## config.mk

```make
export PLATFORM = sky130hd
export DESIGN_NAME = trap_entry_seq
export DESIGN_NICKNAME = d
export VERILOG_FILES = /design/src/rtl/trap_entry_seq.sv
export SDC_FILE = /design/constraint.sdc
export NUM_CORES = 1
export LEC_CHECK = 0
export ABC_AREA = 1
export BUFFER_PORTS_ARGS = -buffer_cell sky130_fd_sc_hd__buf_2
export CORE_UTILIZATION = 40
export CTS_CLUSTER_DIAMETER = 150
export DETAILED_ROUTE_END_ITERATION = 8
export PLACE_DENSITY = 0.79
export SYNTH_ARGS = -nofsm -noshare
export SYNTH_HDL_FRONTEND = slang
export SYNTH_SLANG_ARGS = --single-unit
export TNS_END_PERCENT = 5
```

## constraint.sdc

```tcl
create_clock -name clk -period 1.6 [get_ports clk]
set_input_delay 0.24 -clock clk [delete_from_list [all_inputs] [get_ports clk]]
set_output_delay 0.24 -clock clk [all_outputs]
set_load 0.01 [all_outputs]
```

## src/rtl/trap_entry_seq.sv

```systemverilog
module trap_entry_seq #(
  parameter int NWIN = 8,
  parameter int AW   = 32,
  localparam int CWPW  = (NWIN > 1) ? $clog2(NWIN) : 1,
  localparam int BASEW = AW - 12
) (
  input  logic             clk,
  input  logic             rst_n,
  input  logic             trap_req,
  input  logic             trap_sync,
  input  logic             reset_req,
  input  logic [7:0]       trap_type,
  input  logic [AW-1:0]    pc_in,
  input  logic [AW-1:0]    npc_in,
  input  logic             psr_et_in,
  input  logic             psr_s_in,
  input  logic [CWPW-1:0]  cwp_in,
  input  logic [BASEW-1:0] tbr_base_in,
  output logic             taken_o,
  output logic             kill_cur,
  output logic             err_out,
  output logic             et_out,
  output logic             s_out,
  output logic             ps_out,
  output logic [CWPW-1:0]  cwp_out,
  output logic             wr_en,
  output logic [CWPW-1:0]  wr_win,
  output logic [AW-1:0]    wr_l1_data,
  output logic [AW-1:0]    wr_l2_data,
  output logic [AW-1:0]    tbr_out,
  output logic [AW-1:0]    pc_out,
  output logic [AW-1:0]    npc_out
);

  localparam logic [AW-1:0]   STEP     = AW'(4);
  localparam logic [CWPW-1:0] TOP_WIN  = CWPW'(NWIN - 1);

  logic            take_trap, take_rst, take, enter_err;
  logic            save_cur;
  logic [CWPW-1:0] cwp_next;
  logic [AW-1:0]   vec, ret_a, ret_b;

  assign take_rst  = reset_req;
  assign take_trap = trap_req & psr_et_in & ~err_out & ~reset_req;
  assign enter_err = trap_req & trap_sync & ~psr_et_in & ~err_out & ~reset_req;
  assign take      = take_rst | take_trap;

  assign cwp_next  = (cwp_in == '0) ? TOP_WIN : cwp_in - 1'b1;
  assign vec       = {tbr_base_in, trap_type, 4'b0000};

  assign save_cur  = trap_sync | reset_req;
  assign ret_a     = save_cur ? pc_in  : npc_in;
  assign ret_b     = save_cur ? npc_in : npc_in + STEP;

  always_ff @(posedge clk) begin
    if (!rst_n) begin
      taken_o    <= 1'b0;
      kill_cur   <= 1'b0;
      err_out    <= 1'b0;
      et_out     <= 1'b0;
      s_out      <= 1'b1;
      ps_out     <= 1'b0;
      cwp_out    <= '0;
      wr_en      <= 1'b0;
      wr_win     <= '0;
      wr_l1_data <= '0;
      wr_l2_data <= '0;
      tbr_out    <= '0;
      pc_out     <= '0;
      npc_out    <= STEP;
    end else begin
      taken_o  <= take;
      wr_en    <= take;
      kill_cur <= take_trap & trap_sync;
      if (take_rst)       err_out <= 1'b0;
      else if (enter_err) err_out <= 1'b1;
      if (take) begin
        et_out     <= 1'b0;
        s_out      <= 1'b1;
        ps_out     <= psr_s_in;
        cwp_out    <= cwp_next;
        wr_win     <= cwp_next;
        wr_l1_data <= ret_a;
        wr_l2_data <= ret_b;
        tbr_out    <= vec;
        pc_out     <= take_rst ? '0   : vec;
        npc_out    <= take_rst ? STEP : vec + STEP;
      end
    end
  end

endmodule


```

# After elaboration in Yosys (flattened, before gate mapping)
# Index checks and enable logic that the tools add are counted.
[totals]
elab_cells = 34
register_bits = 163
input_bits = 102
out_inout_bits = 173
[classes]
reduce_logical = 2
add_sub_neg = 3
muxes = 5
bitwise = 14
[ops]
columns = ["op", "count"]
rows = [
  ["32-bit 2-to-1 mux", 4],
  ["32-bit by 3-bit adder with 32-bit output (second input constant)", 2],
  ["1-bit bitwise AND", 8],
  ["1-bit NOT", 4],
  ["3-bit logical NOT", 1],
  ["3-bit 2-to-1 mux", 1],
  ["3-bit by 1-bit subtractor with 3-bit output (second input constant)", 1],
  ["1-bit OR", 2],
  ["2-bit OR reduction", 1],
]

# Depth between registers and ports, before layout
[depth]
ltp_word = 4
ltp_mapped = 10
mapped_depth_nobuf = 9

# Least setup slack after synthesis
# No wires, ideal clock.
[synth_path]
kind = "register -> register"
start = "register err_out"
end = "register wr_l2_data[11]"
setup_slack_ns = 0.331
required_time_ns = 1.472
stages_incl_launch_ff = 7
period_less_slack_ns = 1.269
arrival_ns = 1.141
path_cell_list = "dfxtp_1 inv_1 nand3_1 nand2_2 buf_2 clkbuf_1 a21oi_1"
[synth_between]
elab_chain_cells = 4
[synth_lines]
columns = ["element", "line", "source"]
rows = [
  ["from (decl)", "21", "output logic err_out,"],
  ["from (signal assigned)", "59", "err_out <= 1'b0;"],
  ["from (signal assigned)", "75", "if (take_rst) err_out <= 1'b0;"],
  ["from (signal assigned)", "76", "else if (enter_err) err_out <= 1'b1;"],
  ["1-bit NOT", "44", "assign take_trap = trap_req & psr_et_in & ~err_out & ~reset_req;"],
  ["1-bit bitwise AND (2 in a row)", "44", ""],
  ["1-bit OR", "46", "assign take = take_rst | take_trap;"],
  ["to (signal assigned)", "84", "wr_l2_data <= ret_b;"],
  ["to (decl)", "29", "output logic [AW-1:0] wr_l2_data,"],
]
# No other way between the ends.
# A chain may end at the register's enable or synchronous reset.

# Worst setup path after layout
[layout_path]
start = "register err_out"
end = "register wr_win[0]"
[layout_between]
elab_chain_cells = 4
[layout_lines]
columns = ["element", "line", "source"]
rows = [
  ["1-bit NOT", "44", ""],
  ["1-bit bitwise AND (2 in a row)", "44", ""],
  ["1-bit OR", "46", ""],
  ["to (signal assigned)", "82", "wr_win <= cwp_next;"],
  ["to (decl)", "27", "output logic [CWPW-1:0] wr_win,"],
]
# No other way between the ends.

==> flow_results.org <==
** Hold path
- End of the worst hold path :: tbr_out[30]
- Along the worst hold path, the cell count comes to 3.
- Critical hold path startpoint :: tbr_base_in[18]
- The tightest min-delay check is of the input port to flip-flop type.

** Place
- Number of port buffers :: 260
- Routability-driven placement finished with a final weighted congestion of 0.954.
- Post-detailed-placement half-perimeter wirelength :: 13400 um
- After detailed placement, the design holds a cell count of 1206.
- Instance area after placement :: around 7000 sq um

** Pwr
- Portion of total power attributed to the clock network :: 0.470
- Total power draw :: approximately 9.1 mW
- For this design the static power due to leakage is between 3 and 4 nW.
- P per Cell Area :: 1160 nW/um^2
- Internal power comes to between 6 and 7 mW.
- Of the total power, combinational logic draws 0.145.
- The share of total power dissipated in sequential elements is 0.385.
- Of the total power, the share spent switching nets is 0.262.
- Worst ir drop on vdd :: about 0.7 mV
- In this run the power spent charging and discharging nets is 2.40 mW.

** Drt
- Dividing the detail-routed via count by the number of cells gives between 5 and 6.
- DRC violation count after routing :: 0
- DR vias :: roughly 6.2k
- Iteration-0 DRC count of the detailed router :: about 480
- The first TritonRoute pass finished after 5 iterations.
- Dividing the detail-routed wire length by the instance count gives around 15 um.
- For this block, the routed nets add up to 18400 um of wire.
- The count of nets left with antenna violations once routing finished came out at 0.

** Synthesis
- Among all flip-flop cells after synthesis, the most frequent one is sky130_fd_sc_hd__dfxtp_1.
- Sequential share of the synthesized area :: 0.433
- Synth Area in Simple Gates :: 0.246
- Post-synthesis instance total :: roughly 830
- Synth Area in Adders :: 0.00639
- Compound-cell area share of the yosys netlist :: 0.171
- The synthesized design contains 0 enable-type register cells.
- The number of different library cells used by synthesis comes to 26.
- Of the total synthesized cell area, the portion taken by XOR and XNOR cells is 0.0179.
- The mapped netlist covers 5870 sq um.
- Mapped Avg Cell Area :: 7.12 sq um
- Combinational family with the most area after synthesis :: simple AND/OR/NAND/NOR gates
- Flip-flop and latch count after synthesis :: 127
- Mux cell area share after synthesis :: 0
- Share of synthesized registers carrying an async set or reset :: 0
- Syn. warnings :: 0

** Setup path
- Largest fanout on the critical path :: 45
- Among all stages on the critical path, the largest delay is contributed by sky130_fd_sc_hd__buf_4.
- Across all register-to-register paths, the minimum setup slack is about 0.17 ns.
- Worst reg-to-reg path cell count :: 6
- Capturing element type of the critical path :: flip-flop
- STA puts the critical path data required time at 1.95 ns.
- Launch point of the worst reg-to-reg path :: err_out
- The largest single stage delay on the critical path is about 0.37 ns.
- For the worst setup path, the data arrival time is roughly 1.8 ns.
- The worst register-to-register path ends at wr_win[0].
- Sequence of cells on the critical path :: inv_1 -> nand3_1 -> nand2_4 -> buf_4 -> o21ai_0 -> a21oi_1
- CP Launch Type :: flip-flop
- Critical setup path kind :: flip-flop to flip-flop

** STA
- Maximum clock skew at final layout :: 0.00704 ns
- Count of final setup violators :: 0
- For the finished layout, the period the worst path requires is between 1 and 1.5 ns.
- RSZ-0062 raised after global routing :: no
- For the final routed database, the setup TNS stands at 0 ns.
- Timing would allow up to approximately 700 MHz.
- Final-report max-slew violation count :: 0
- Share of the clock period used by the worst path after layout :: 0.895
- Worst hold margin :: 0.0594 ns
- Final hold vios :: 0

** Floorplanning
- Die width :: ~120 um
- Standard-cell rows :: between 40 and 50
- The die covers around 15000 sq um.
- Num ports :: roughly 280
- The initial utilization of the core area, before any placement, comes to 0.416.
- Measured along the y axis, the die boundary spans around 120 um.
- CORE AREA :: 14100 sq um

** Global routing
- Summed over all layers, the global routing overflow is 0.
- Global routing usage summed across all routing layers :: 0.239
- Number of antenna violations at the first check in global routing :: 1
- The number of global-route vias before repair was approximately 5.5k.
- Entering global routing, the biggest net connects 53 pins.
- Wire length of the first global-routing pass :: approximately 28000 um

** Clock network
- Reg clk slew, reported paths :: ~0.06 ns
- CTS saw around 130 sinks.
- Number of buffers on the longest clock path :: 2
- The tree is rooted in a sky130_fd_sc_hd__clkbuf_16.
- Worst-skew pair later-pin latency :: about 0.41 ns
- Post-CTS sizing :: 0
- Number of buffers created by CTS :: 17
- Buffers added to address setup during post-CTS repair amount to 0.
- Buffers inserted to repair hold after CTS numbered 0.
- TritonCTS clock tree :: yes
- Number of H-tree branching levels :: 4

** Final layout
- Final design instance area without fill :: just under 8000 sq um
- Highest-count cells in the layout ignoring fill and taps :: sky130_fd_sc_hd__buf_2, sky130_fd_sc_hd__nand2_1, sky130_fd_sc_hd__dfxtp_1, sky130_fd_sc_hd__nor2_1, sky130_fd_sc_hd__o21ai_0
- Leading cell type in the layout, fill and taps excluded :: sky130_fd_sc_hd__buf_2
- Relative to the synthesized area, the layout overhead comes to 33.6%.
- Fill cells in the final layout number approximately 1.3k.
- Of the cells placed in the final design, the portion with a size suffix greater than 1 is 0.310.
- After the last flow step, the layout net total stands at ~1.2k.
- Excluding fillers, the count of instances in the completed layout stands at approximately 1.2k.

** Outcome
- Run status :: finished, final reports clean

** Run
- Total of max-cap violations :: 0
==> power groups by stage <==
stage / combinational, mW / sequential (mW) / clock, mW
CTS: 1.33 / 3.51 / 4.35
global route: 1.47 / 3.54 / 4.48
floorplan: 0.630 / 3.68 / 0
finish: 1.33 / 3.51 / 4.29
global placement: 1.31 / 3.57 / 0
detailed placement: 1.32 / 3.57 / 0
==> logic make-up after synthesis <==
family | count (synthesis)
adders and majority gates | 3
and+or+nand+nor | 347
AOI/OAI and AO/OA | 189
buffers and inverters | 145
other | 2
xor gates and xnor gates | 12
DFF | 127
==> cells in the mapped netlist (all sizes together) (5+ instances only) <==
cell    count  area, sq um
inv        50          188
clkbuf     36          135
dfxtp     127         2540
nand3      50          260
xnor2       6         52.6
nand2     179          679
xor2        6         52.6
nor2      103          414
a31oi      33          206
a21oi      57          285
buf        59          410
nand4      10         62.6
nor3        5         25.0
o21ai      93          465
==> through the flow <==
stage | setup slack, ns | util
2_1_floorplan | 0.331 | -
3_3_place_gp | 0.118 | 0.510
3_5_place_dp | 0.0706 | 0.510
4_1_cts | 0.186 | 0.556
5_1_grt | 0.00319 | 0.556
6_report | 0.168 | 0.556
==> routing by layer <==
layer  track usage  wire, um  vias to the layer above
li1              -         -                     3092
met1         0.301      8080                     2847
met2         0.393      8680                      242
met3        0.0600      1360                       23
met4        0.0904       262                        0
met5             0         0                        -
==> cell type report <==
cell class | count | area (sq um) | share of cell area
diodes | 1 | 2.50 | 0.000319
multi-input cells | 565 | 2650 | 0.338
well taps | 180 | 225 | 0.0287
repair buffers | 284 | 1580 | 0.202
inverters | 50 | 188 | 0.0239
clock inverters | 12 | 208 | 0.0265
flip-flops and latches | 127 | 2540 | 0.324
clock buffers | 20 | 447 | 0.0570
==> worst max-delay path by stage <==
stage	start	end
after CTS	err_out	wr_win[0]
final	err_out	wr_win[0]
after global placement	reset_req	wr_l2_data[31]
after global routing	err_out	wr_win[0]
after detailed placement	reset_req	wr_l2_data[31]
after floorplan	err_out	wr_l2_data[11]
==> critical path: cells and delay by family, from the launching register on <==
family / cells / cell delay [ns]
AO/OA/AOI/OAI: 2 / 0.31
flip-flops: 1 / 0.34
buffers and inverters: 2 / 0.45
AND/OR/NAND/NOR: 2 / 0.24
==> flip-flops by register name (all words and copies together) (netlist names) <==
register,count
wr_l1_data,32
wr_l2_data,32
npc_out,28
tbr_out,28
wr_win,3
err_out,1
kill_cur,1
ps_out,1
wr_en,1
No activity file was read; power rests on OpenSTA's default activity.
